===== src/rtl/shdn_pkg.sv =====
package shdn_pkg;
  localparam int unsigned DATA_W = 32;
  localparam logic [7:0] SHDN_KEY = 8'hA5;

  typedef enum logic [2:0] {
    PIN_OFF  = 3'd0,
    PIN_HIGH = 3'd1,
    PIN_LOW  = 3'd2,
    PIN_ANY  = 3'd3
  } pin_mode_e;

  typedef struct packed {
    logic [2:0] pin_mode;
    logic [3:0] deb_lim;
    logic       rtt_en;
    logic       rtc_en;
  } wake_cfg_t;

  // internal status order: [0] pin, [1] rtt, [2] rtc
  localparam int unsigned ST_PIN = 0;
  localparam int unsigned ST_RTT = 1;
  localparam int unsigned ST_RTC = 2;
  localparam int unsigned ST_W   = 3;
endpackage


===== src/rtl/shdn_regs.sv =====
module shdn_regs
  import shdn_pkg::*;
#(
  parameter int unsigned ADDR_W = 4
) (
  input  logic              clk_i,
  input  logic              rst_ni,
  input  logic              req_i,
  input  logic              we_i,
  input  logic [ADDR_W-1:0] addr_i,
  input  logic [DATA_W-1:0] wdata_i,
  input  logic [ST_W-1:0]   status_i,
  output logic [DATA_W-1:0] rdata_o,
  output wake_cfg_t         cfg_o,
  output logic              shdn_cmd_o,
  output logic              status_rd_o
);
  localparam logic [ADDR_W-1:0] OFF_CTRL = ADDR_W'(0);
  localparam logic [ADDR_W-1:0] OFF_MODE = ADDR_W'(4);
  localparam logic [ADDR_W-1:0] OFF_STAT = ADDR_W'(8);

  logic [DATA_W-1:0] mode_q;
  logic hit_ctrl, hit_mode, hit_stat;

  assign hit_ctrl = req_i && (addr_i == OFF_CTRL);
  assign hit_mode = req_i && (addr_i == OFF_MODE);
  assign hit_stat = req_i && (addr_i == OFF_STAT);

  always_ff @(posedge clk_i or negedge rst_ni) begin
    if (!rst_ni)                mode_q <= '0;
    else if (hit_mode && we_i)  mode_q <= wdata_i;
  end

  assign shdn_cmd_o  = hit_ctrl && we_i && (wdata_i[31:24] == SHDN_KEY) && wdata_i[0];
  assign status_rd_o = hit_stat && !we_i;

  assign cfg_o.pin_mode = mode_q[2:0];
  assign cfg_o.deb_lim  = mode_q[7:4];
  assign cfg_o.rtt_en   = mode_q[16];
  assign cfg_o.rtc_en   = mode_q[17];

  always_comb begin
    rdata_o = '0;
    if (req_i && !we_i) begin
      if (hit_mode) rdata_o = mode_q;
      if (hit_stat) begin
        rdata_o[0]  = status_i[ST_PIN];
        rdata_o[16] = status_i[ST_RTT];
        rdata_o[17] = status_i[ST_RTC];
      end
    end
  end
endmodule


===== src/rtl/shdn_pin_filter.sv =====
module shdn_pin_filter
  import shdn_pkg::*;
#(
  parameter int unsigned SYNC_STAGES = 2,
  parameter int unsigned CNT_W       = 4
) (
  input  logic             clk_i,
  input  logic             rst_ni,
  input  logic             pin_i,
  input  logic             armed_i,
  input  logic             latch_i,
  input  logic [2:0]       mode_i,
  input  logic [CNT_W-1:0] limit_i,
  output logic             fire_o
);
  logic [SYNC_STAGES-1:0] sync_q;
  logic                   synced;
  logic                   ref_q;
  logic                   cond;
  logic [CNT_W-1:0]       cnt_q;

  generate
    if (SYNC_STAGES == 1) begin : g_sync1
      always_ff @(posedge clk_i or negedge rst_ni) begin
        if (!rst_ni) sync_q <= '0;
        else         sync_q <= pin_i;
      end
    end else begin : g_syncn
      always_ff @(posedge clk_i or negedge rst_ni) begin
        if (!rst_ni) sync_q <= '0;
        else         sync_q <= {sync_q[SYNC_STAGES-2:0], pin_i};
      end
    end
  endgenerate

  assign synced = sync_q[SYNC_STAGES-1];

  always_ff @(posedge clk_i or negedge rst_ni) begin
    if (!rst_ni)      ref_q <= 1'b0;
    else if (latch_i) ref_q <= synced;
  end

  always_comb begin
    unique case (mode_i)
      PIN_HIGH: cond = synced;
      PIN_LOW:  cond = !synced;
      PIN_ANY:  cond = synced ^ ref_q;
      default:  cond = 1'b0;
    endcase
  end

  always_ff @(posedge clk_i or negedge rst_ni) begin
    if (!rst_ni)                  cnt_q <= '0;
    else if (!(armed_i && cond))  cnt_q <= '0;
    else if (cnt_q < limit_i)     cnt_q <= cnt_q + 1'b1;
  end

  assign fire_o = armed_i && cond && (cnt_q >= limit_i);
endmodule


===== src/rtl/shdn_power_seq.sv =====
module shdn_power_seq
  import shdn_pkg::*;
(
  input  logic            clk_i,
  input  logic            rst_ni,
  input  logic            shdn_cmd_i,
  input  logic            pin_fire_i,
  input  logic            rtt_evt_i,
  input  logic            rtc_evt_i,
  input  wake_cfg_t       cfg_i,
  input  logic            status_rd_i,
  output logic            pwr_en_o,
  output logic            armed_o,
  output logic            latch_o,
  output logic [ST_W-1:0] status_o
);
  logic            pwr_q;
  logic [ST_W-1:0] status_q;
  logic [ST_W-1:0] wake_vec;

  assign armed_o = !pwr_q;
  assign latch_o = pwr_q && shdn_cmd_i;

  always_comb begin
    wake_vec         = '0;
    wake_vec[ST_PIN] = pin_fire_i;
    wake_vec[ST_RTT] = rtt_evt_i && cfg_i.rtt_en;
    wake_vec[ST_RTC] = rtc_evt_i && cfg_i.rtc_en;
    if (pwr_q) wake_vec = '0;
  end

  always_ff @(posedge clk_i or negedge rst_ni) begin
    if (!rst_ni)    pwr_q <= 1'b1;
    else if (pwr_q) pwr_q <= !shdn_cmd_i;
    else            pwr_q <= |wake_vec;
  end

  always_ff @(posedge clk_i or negedge rst_ni) begin
    if (!rst_ni) status_q <= '0;
    else         status_q <= (status_rd_i ? '0 : status_q) | wake_vec;
  end

  assign pwr_en_o = pwr_q;
  assign status_o = status_q;
endmodule


===== src/rtl/shdn_wake_ctrl.sv =====
module shdn_wake_ctrl
  import shdn_pkg::*;
#(
  parameter int unsigned ADDR_W      = 4,
  parameter int unsigned SYNC_STAGES = 2
) (
  input  logic              clk_i,
  input  logic              rst_ni,
  input  logic              reg_req_i,
  input  logic              reg_we_i,
  input  logic [ADDR_W-1:0] reg_addr_i,
  input  logic [31:0]       reg_wdata_i,
  output logic [31:0]       reg_rdata_o,
  input  logic              wake_pin_i,
  input  logic              rtt_evt_i,
  input  logic              rtc_evt_i,
  output logic              pwr_en_o
);
  localparam int unsigned CNT_W = 4;

  wake_cfg_t       cfg;
  logic            shdn_cmd, status_rd, pin_fire, armed, latch;
  logic [ST_W-1:0] status_w;

  shdn_regs #(.ADDR_W(ADDR_W)) u_regs (
    .clk_i       (clk_i),
    .rst_ni      (rst_ni),
    .req_i       (reg_req_i),
    .we_i        (reg_we_i),
    .addr_i      (reg_addr_i),
    .wdata_i     (reg_wdata_i),
    .status_i    (status_w),
    .rdata_o     (reg_rdata_o),
    .cfg_o       (cfg),
    .shdn_cmd_o  (shdn_cmd),
    .status_rd_o (status_rd)
  );

  shdn_pin_filter #(.SYNC_STAGES(SYNC_STAGES), .CNT_W(CNT_W)) u_pin (
    .clk_i   (clk_i),
    .rst_ni  (rst_ni),
    .pin_i   (wake_pin_i),
    .armed_i (armed),
    .latch_i (latch),
    .mode_i  (cfg.pin_mode),
    .limit_i (cfg.deb_lim),
    .fire_o  (pin_fire)
  );

  shdn_power_seq u_seq (
    .clk_i       (clk_i),
    .rst_ni      (rst_ni),
    .shdn_cmd_i  (shdn_cmd),
    .pin_fire_i  (pin_fire),
    .rtt_evt_i   (rtt_evt_i),
    .rtc_evt_i   (rtc_evt_i),
    .cfg_i       (cfg),
    .status_rd_i (status_rd),
    .pwr_en_o    (pwr_en_o),
    .armed_o     (armed),
    .latch_o     (latch),
    .status_o    (status_w)
  );
endmodule


===== config.mk =====
export PLATFORM = sky130hd
export DESIGN_NAME = shdn_wake_ctrl
export DESIGN_NICKNAME = d
export VERILOG_FILES = /design/src/rtl/shdn_pkg.sv /design/src/rtl/shdn_regs.sv /design/src/rtl/shdn_pin_filter.sv /design/src/rtl/shdn_power_seq.sv /design/src/rtl/shdn_wake_ctrl.sv
export SDC_FILE = /design/constraint.sdc
export NUM_CORES = 1
export LEC_CHECK = 0
export ABC_AREA = 0
export BUFFER_PORTS_ARGS = -buffer_cell sky130_fd_sc_hd__buf_2
export CAP_MARGIN = 30
export CORE_MARGIN = 3
export CORE_UTILIZATION = 25
export DETAILED_ROUTE_END_ITERATION = 10
export PLACE_DENSITY = 0.43
export SETUP_SLACK_MARGIN = 0.4
export SLEW_MARGIN = 5
export SYNTH_ARGS = -nofsm -noshare
export SYNTH_HDL_FRONTEND = slang
export SYNTH_SLANG_ARGS = --single-unit

===== constraint.sdc =====
create_clock -name clk_i -period 2.1 [get_ports clk_i]
set_input_delay 0.105 -clock clk_i [delete_from_list [all_inputs] [get_ports clk_i]]
set_output_delay 0.105 -clock clk_i [all_outputs]
set_load 0.01 [all_outputs]

* Word-level counts from Yosys, hierarchy flattened *
Index checks and enable logic that the tools add are counted.

storage, ports and cells
  register bits = 43
  input port bits = 43
  output and inout bits = 33
  logic and storage cells = 48

operators by class
  add/sub/neg operators = 1
  $lt $le $gt $ge = 2
  eq/ne operators = 7
  multiplexer cells = 10
  bitwise operators = 2
  reduce and logical (&&, ||, !) cells = 20

operators with widths
  operator               number
  $mux W32               2
  $logic_and A1 B1 Y1    14
  $eq A8 B8 Y1 const B   1
  $mux W4                2
  $eq A3 B2 Y1 const B   2
  $mux W3                2
  $add A4 B1 Y4 const B  1
  $eq A4 B3 Y1 const B   1
  $eq A4 B4 Y1 const B   1
  $ge A4 B4 Y1           1
  $logic_not A1 Y1       4
  $logic_not A4 Y1       1
  $lt A4 B4 Y1           1
  $eq A3 B1 Y1 const B   1
  $or A3 B3 Y3           1
  $pmux W1 S3            1
  $reduce_or A3 Y1       1
  $mux W1                2
  $mux W2                1
  $ne A2 B2 Y1 const B   1
  $xor A1 B1 Y1          1

* Logic depth before layout (Yosys ltp) *
Gate-level depths: netlist (run 1).

  depth in word-level cells = 7
  mapped depth = 6
  gate-level depth less buffers = 6

* Modules after synthesis *
Synthesis (run 1) repeated with hierarchy kept, for this count alone.

second synthesis, totals
  cell total of the unflattened synthesis = 188
  area total of the unflattened synthesis = 2329.7 µm²

modules (own cells, without submodules)
  module           instances  cells an instance  area each (µm²)  sequential area each (µm²)
  shdn_regs        1          129                1720.4           800.8
  shdn_pin_filter  1          43                 437.9            175.2
  shdn_power_seq   1          16                 171.4            101.3

* Worst setup path before layout (run 1) *
No wires, ideal clock.

  path type = register -> register
  from = register u_pin.cnt_q[1]
  to = register u_pin.cnt_q[3]
  setup time = 0.077 ns
  data arrival time = 1.651 ns
  data required time = 2.023 ns
  setup slack = 0.371 ns
  cell stages (with the launch flop) = 6
  buffers on the path = 0
  clock period less this slack = 1.729 ns
  path through = dfrtp_1 > ha_1 > nor2b_4 > o211a_4 > or4_1 > a21oi_1

between the ends
  cells in the longest elaborated chain, start to end = 3
  elaborated cells on any way between the ends = 5
  those cells by class = add/sub: 1; order compare: 1; eq/ne: 1; mux: 2

RTL lines
  item                    line                   RTL
  start, declared         shdn_pin_filter.sv:20  logic [CNT_W-1:0] cnt_q;
  start signal, assigned  shdn_pin_filter.sv:55  else if (cnt_q < limit_i) cnt_q <= cnt_q + 1'b1;
  $add A4 B1 Y4           shdn_pin_filter.sv:55
  $mux W4                 shdn_pin_filter.sv:55
  $mux W4                 shdn_pin_filter.sv:54  else if (!(armed_i && cond)) cnt_q <= '0;

Parallel ways exist; a longest one is shown, timed or not. The select of a mux whose other input is x is not followed.
A chain may end at the register's enable or synchronous reset.

* Worst setup path after layout (run 1) *
  from = register u_regs.mode_q[5]
  to = register u_pin.cnt_q[2]

between the ends
  cells in the longest elaborated chain, start to end = 2

RTL lines
  item                           line                   RTL
  start, declared                shdn_regs.sv:22        logic [DATA_W-1:0] mode_q;
  start signal, assigned         shdn_regs.sv:31        else if (hit_mode && we_i) mode_q <= wdata_i;
  $lt A4 B4 Y1                   shdn_pin_filter.sv:55
  $ne A2 B2 Y1 (no source line)  --

Every way passes these cells.

==> results.yml, run 1 <==
die:
  pin_count: 76
  floorplan.initialDensity_pct: 25.8
  dieArea_um2: 10200
  number_of_rows_created_at_floorplan: 34
  die_width_um: 101
  die_h_um: 101
  coreArea_um2: 8760
clock_network:
  cts.sink_count: 43
  root_buffer: "clkbuf_8"
  ctsHtreeMaxLevel: 2
  clk_transition_reported_paths_ns: 0.09
  tritoncts_buffers: 5
  clk-insertion-delay-late_ns: 0.30
  clock_path_buffers: 2
  cts_tree: "yes"
setup_path:
  critical_path_arrival_ns: 2.00
  startpoint_type: "flop"
  critical_path.endpoint_type: "flop"
  critical_path_peak_fanout: 5
  timing_worst_setup_path_type: "flop to flop"
  critical_path_required_ns: 2.33
drt:
  drt-wirelength-per-cell_um: 14.5
  route.final.wire_length_um: 5400
  drt_first_iter_violations: 30
  vias: 1625
  drtAntennaViolNets: 0
  remaining_drc_errors: 0
  first_pass_iters: 4
  vias_per_cell: 4.36
placed_design:
  place_area_um2: 2730
  gp_routability_congestion: 0.827
  post-place-ws_ns: 0.302
  detailedPlacementHpwl_um: 3680
  numPortBuffers: 75
layout:
  n_fill_cell: 923
  mostFrequentLayoutCells: "75 x buf_2, 42 x dfrtp_1, 31 x mux2_4, 29 x and2_1, 9 x buf_4"
  diodes: 0
  areaGrowthSynthToFinish_pct: 30.6
  postLayoutCoreUtil_pct: 33.7
  drive_above_1_share_pct: 52.1
  non_filler_cell_area_final_um2: 2960
  mostFrequentLayoutCell: "buf_2"
  final_net_count: 312
synth:
  synth_warnings: 0
  yosysTopAreaCellShare_pct: 46.4
  number_of_flip_flops_and_latches_in_the_synthesized_netlist: 43
  synth_cell_type_count: 37
  postSynthAreaPerCell_um2: 12.9
  synth.yosys.seq_area_share_pct: 47.6
  syn_nets: 224
  yosys.area.top_type: "dfrtp_1"
  synth_area_um2: 2260
  synth_area_leaders: "dfrtp_1 46%, mux2_4 20%, and2_1 8.0%"
  postSynthCellCount: 176
timing:
  totalNegativeSetupSlack_ns: 0
  hold_viol_final: 0
  tightestPinTransition_ns: 0.633
  slew_headroom_pct: 57.8
  rsz0062_at_grt: "yes"
  maxClockFrequency_ghz: 0.563
  finalCriticalPeriod_ns: 1.78
  final_critical_path_setup_slack_ns: 0.325
  count_of_final_setup_violators: 0
  final-max-slew-violation-count: 0
  finalClockSkew_ns: 0.00826
  post-route-period-util_pct: 84.5
global_route:
  vias_in_the_first_global_route: 1730
  grt_max_degree: 44
  global_route_wire_length_before_repair_um: 8800
  grt_antenna_before_repair: 0
  global_route.usage.total_pct: 11.1
  global_route.overflow_total: 0
pwr:
  maximum_vdd_drop_v: 0.000202
  power-per-cell-area_nw_per_um2: 679
  power.static_leakage_uw: 0.00160
outcome:
  run_status: "completed"
hold_path:
  timing.hold.worst.class: "primary input to flop"
flow_run:
  number_of_violations_of_the_max_capacitance_limit: 0
-- state kept, by name, summed over array words and instances (netlist names) --
signal	count
u_pin.cnt_q	4
u_pin.ref_q	1
u_pin.sync_q	2
u_regs.mode_q	32
u_seq.pwr_en_o	1
u_seq.status_o	3
-- power breakdown --
part	internal [µW]	total, µW	switching, µW	leakage, µW
Combinational	258	386	128	0.000992
Sequential	954	1030	77.7	0.000553
Clock	301	591	290	0.0000515
Total	1510	2010	496	0.00160
-- area by class of cell --
type                            instances  area (µm²)  area share, %
Clock buffer                            8         100           3.39
Inverter                                5        18.8          0.635
Multi-Input combinational cell        122        1150           38.9
Sequential cell                        43        1080           36.5
Tap cell                              108         135           4.57
Timing Repair Buffer                   87         474           16.0
-- cell usage after synthesis --
cell type / number
a2111o_1: 1
a21bo_2: 1
a21o_1: 1
a21oi_1: 6
a22oi_1: 3
a31oi_1: 1
a32o_1: 1
and2_1: 29
and3b_1: 2
and3b_4: 1
buf_4: 1
buf_6: 4
clkbuf_2: 1
dfrtp_1: 42
dfstp_2: 1
ha_1: 5
inv_1: 5
mux2_2: 3
mux2_4: 30
nand2_1: 4
nand2_4: 1
nand2b_1: 6
nand3_1: 3
nand4_1: 2
nand4b_1: 1
nor2_1: 5
nor2b_1: 1
nor2b_4: 1
nor3_1: 1
nor3b_2: 1
nor4bb_1: 1
o211a_4: 1
o211ai_1: 1
o21ai_0: 3
o2bb2ai_1: 2
o31ai_1: 2
or4_1: 2
-- critical path, cell delays in order, from the launching register on --
cell and delay [ns]:
dfrtp_1 0.35, inv_1 0.05, ha_1 0.31, nor2b_4 0.14
o211a_4 0.24, or4_4 0.48, a21oi_2 0.14
-- final timing paths --
path | start | endpoint | slack [ns] | depth (start not counted)
max | u_regs.mode_q[5] | u_pin.cnt_q[2] | 0.32 | 6
min | reg_wdata_i[3] | u_regs.mode_q[3] | 0.03 | 2
max reg2reg | u_regs.mode_q[5] | u_pin.cnt_q[2] | 0.32 | 6
min reg2reg | u_pin.sync_q[0] | u_pin.sync_q[1] | 0.35 | 0
max in group asynchronous | rst_ni | u_regs.mode_q[20] | 1.29 | 3
min in group asynchronous | rst_ni | u_regs.mode_q[26] | 0.41 | 3
-- metal layers --
metal / track usage (%) / share of wire [%] / routed length, µm
met4: 4.29 / 1.7 / 91
met5: 0 / 0 / 0
met2: 16.7 / 43 / 2320
met1: 15.4 / 48 / 2570
met3: 2.75 / 7.8 / 420
-- cell families after synthesis --
kind of cell | synth area share [%]
adders and majority gates | 2.76
DFF | 47.6
muxes | 21.4
and+or+nand+nor | 17.4
buffers and inverters | 3.37
AOI/OAI and AO/OA | 7.52
-- stage by stage --
| step | instances | total power, µW | hold WS, ns |
|---|---|---|---|
| after global routing | 373 | 2120 | 0.0192 |
| final | 373 | 2010 | 0.0279 |
| after detailed placement | 355 | 1410 | 0.224 |
| after CTS | 370 | 2040 | 0.0177 |
| after global placement | 355 | 1410 | 0.216 |
| after floorplan | 176 | 1290 | -0.191 |
-- timing repair --
item                                   CTS  global route
hold buffers                             2             0
setup endpoints to repair                4            16
gates resized for setup                  1             9
buffers inserted                         5             3
pin swaps                                5             8
endpoints found under the hold margin   43             0
Note: power is estimated with default switching activity, not from simulation.
==> inputs of run 2 (changes only) <==
--- a/config.mk
+++ b/config.mk
@@ -5,13 +5,13 @@
 export SDC_FILE = /design/constraint.sdc
 export NUM_CORES = 1
 export LEC_CHECK = 0
-export ABC_AREA = 0
+export ABC_AREA = 1
 export BUFFER_PORTS_ARGS = -buffer_cell sky130_fd_sc_hd__buf_2
 export CAP_MARGIN = 30
 export CORE_MARGIN = 3
 export CORE_UTILIZATION = 25
 export DETAILED_ROUTE_END_ITERATION = 10
-export PLACE_DENSITY = 0.43
+export PLACE_DENSITY = 0.44
 export SETUP_SLACK_MARGIN = 0.4
 export SLEW_MARGIN = 5
 export SYNTH_ARGS = -nofsm -noshare
==> constraint.sdc (replaced) <==
create_clock -name clk_i -period 1.7 [get_ports clk_i]
set_input_delay 0.085 -clock clk_i [delete_from_list [all_inputs] [get_ports clk_i]]
set_output_delay 0.085 -clock clk_i [all_outputs]
set_load 0.01 [all_outputs]
==> run 2 against run 1 <==
Net effect:
- final cell count grew 31%
- clock skew down 0.0020 ns
- register-to-register slack about the same
- clock power is 25% higher
- critical path depth grew 2
- via count grew 32%
- critical path type unchanged
- maximum frequency is 29% higher
==> results.yml, run 2 <==
synth:
  synth_area_leaders: "dfrtp_1 48%, nand2_1 17%, nand3_1 8.2%"
  synth_area_um2: 2200
  synth.yosys.seq_area_share_pct: 49.1
  synth_cell_type_count: 22
  number_of_flip_flops_and_latches_in_the_synthesized_netlist: 43
  syn_nets: 337
  postSynthAreaPerCell_um2: 7.60
  synth_warnings: 0
  yosysTopAreaCellShare_pct: 47.9
  synthFlopType: "dfrtp_1"
  synth-async-reset-ratio_pct: 100
  postSynthCellCount: 289
  number_of_enable_type_register_cells_in_the_synthesized_netlist: 0
  netlist_top_cells_count: "100 x nand2_1, 42 x dfrtp_1, 36 x nand3_1, 36 x nor2_1, 17 x inv_1"
  yosys.area.top_type: "dfrtp_1"
  post-synth-top-count-cell: "nand2_1"
drt:
  vias_per_cell: 4.40
  drt-wirelength-per-cell_um: 13.6
  first_pass_iters: 4
  remaining_drc_errors: 0
  drt_first_iter_violations: 70
  route.final.wire_length_um: 6620
  vias: 2142
  drtAntennaViolNets: 0
hold_path:
  worst_min_path_start: "reg_wdata_i[14]"
  timing.hold.worst.class: "primary input to flop"
placed_design:
  numPortBuffers: 75
  dp_cells: 465
  gp_routability_congestion: 0.787
  place_area_um2: 2730
  detailedPlacementHpwl_um: 4620
clock_network:
  cts_tree: "yes"
  clock_path_buffers: 2
  clk_transition_reported_paths_ns: 0.09
  ctsHtreeMaxLevel: 2
  root_buffer: "clkbuf_8"
  clk-insertion-delay-late_ns: 0.30
  cts.sink_count: 43
  tritoncts_buffers: 5
setup_path:
  setup.worst_path.start: "u_pin.cnt_q[1]"
  ff2ff_path_depth: 8
  startpoint_of_the_worst_register_to_register_path: "u_pin.cnt_q[1]"
  timing.critical_path.to: "u_pin.cnt_q[3]"
  critical_path_required_ns: 1.90
  critical_path_arrival_ns: 1.58
  critical_path.endpoint_type: "flop"
  critical_path_peak_fanout: 5
  r2r_setup_slack_ns: 0.32
  timing_worst_setup_path_type: "flop to flop"
  crit-reg2reg-capture: "u_pin.cnt_q[3]"
  startpoint_type: "flop"
layout:
  mostFrequentLayoutCell: "nand2_1"
  diodes: 0
  postLayoutCoreUtil_pct: 36.8
  n_fill_cell: 904
  mostFrequentLayoutCells: "97 x nand2_1, 75 x buf_2, 41 x dfrtp_1, 34 x nor2_1, 33 x nand3_1"
  non_filler_cell_area_final_um2: 3080
  final_net_count: 429
  areaGrowthSynthToFinish_pct: 40.4
  registers.top_by_ff_count: "u_regs.mode_q"
  finalNonFillerCells: 487
  drive_above_1_share_pct: 34.0
  largest_register_ffs: 32
timing:
  totalNegativeSetupSlack_ns: 0
  hold_viol_final: 0
  finalClockSkew_ns: 0.00621
  slew_headroom_pct: 60.6
  tightestPinTransition_ns: 0.591
  post-route-period-util_pct: 81.3
  rsz0062_at_grt: "yes"
  final-max-slew-violation-count: 0
  finalCriticalPeriod_ns: 1.38
  maxClockFrequency_ghz: 0.724
  count_of_final_setup_violators: 0
global_route:
  grt_antenna_before_repair: 0
  grt_max_degree: 26
  globalRouteMet3Util_pct: 2.95
  global_route.peak_usage_layer: "met2"
  global_route_wire_length_before_repair_um: 10700
  vias_in_the_first_global_route: 2154
  global_route.usage.total_pct: 13.5
  grt.met2_usage_pct: 21.0
  global_route.usage.met1_pct: 19.0
  global_route.overflow_total: 0
die:
  coreArea_um2: 8380
  die_width_um: 99.7
  pin_count: 76
  number_of_rows_created_at_floorplan: 33
  dieArea_um2: 9940
  die_h_um: 99.7
  floorplan.initialDensity_pct: 26.2
pwr:
  maximum_vdd_drop_v: 0.000360
  power.static_leakage_uw: 0.00163
  power-per-cell-area_nw_per_um2: 761
flow_run:
  number_of_violations_of_the_max_capacitance_limit: 0
outcome:
  run_status: "completed"
## run 2: changes by cell type after synthesis, sizes merged, moves of 4 or more
cell,delta
nor2,+33
nand2b,-6
nor3,+4
and2,-29
inv,+12
nand3,+34
buf,+7
nand2,+96
mux2,-33
a21oi,+4
o21ai,+6
## run 2: cell type report
cell class / instances / area, µm² / share of cell area, %
inverter: 17 / 66.3 / 2.15
clock inverter: 1 / 7.51 / 0.244
sequential: 43 / 1080 / 35.0
timing repair buffer: 100 / 656 / 21.3
tap: 105 / 131 / 4.26
clock buffer: 7 / 96.3 / 3.12
multi-input combinational: 214 / 1050 / 34.0
## run 2: layer usage
| layer | up-vias | part of all wire (%) |
|---|---|---|
| li1 | 1103 | - |
| met1 | 975 | 49 |
| met2 | 57 | 44 |
| met3 | 7 | 5.3 |
| met4 | 0 | 1.2 |
| met5 | - | 0 |
## run 2: through the flow
| step | hold slack [ns] | power, µW | worst slack (ns) |
|---|---|---|---|
| 6_report | 0.0147 | 2350 | 0.319 |
| 4_1_cts | 0.00551 | 2360 | 0.341 |
| 5_1_grt | 0.0159 | 2490 | 0.227 |
| 3_5_place_dp | 0.143 | 1600 | 0.257 |
| 3_3_place_gp | 0.132 | 1600 | 0.307 |
| 2_1_floorplan | -0.211 | 1440 | 0.412 |
## run 2: timing repair
action / CTS / global route
gates cloned: 1 / 1
setup endpoints to repair: 23 / 23
hold endpoints to repair: 23 / 0
hold buffers: 2 / 0
buffers inserted: 7 / 3
pin swaps: 3 / 9
gates resized for setup: 4 / 20
## run 2: cells by family (layout without fill, tap and decap cells)
group	after synthesis	after routing	synth area share [%]
compound gates	20	20	4.67
xor+xnor	2	2	0.798
fa+ha+maj	5	5	2.85
buf+inv	32	125	6.50
flops	43	43	49.1
simple gates	187	187	36.1
## run 2: worst min-delay path by stage
stage,cells after the start,endpoint
after floorplan,0,u_pin.cnt_q[0]
after global placement,1,u_pin.cnt_q[2]
after detailed placement,1,u_pin.cnt_q[2]
after CTS,3,u_regs.mode_q[13]
after global routing,3,u_regs.mode_q[18]
final,3,u_regs.mode_q[14]
## run 2: critical path: stages (launching register included)
cell,delay [ns]
dfrtp_1,0.43
ha_4,0.28
inv_2,0.02
o21bai_1,0.13
nand2_1,0.09
nand2_2,0.15
inv_4,0.07
nand3_2,0.07
nand2_1,0.04
## run 2: power by group
part | internal, µW | total [µW] | switching [µW]
combinational | 148 | 349 | 201
sequential | 1170 | 1260 | 86.6
clock | 370 | 741 | 371
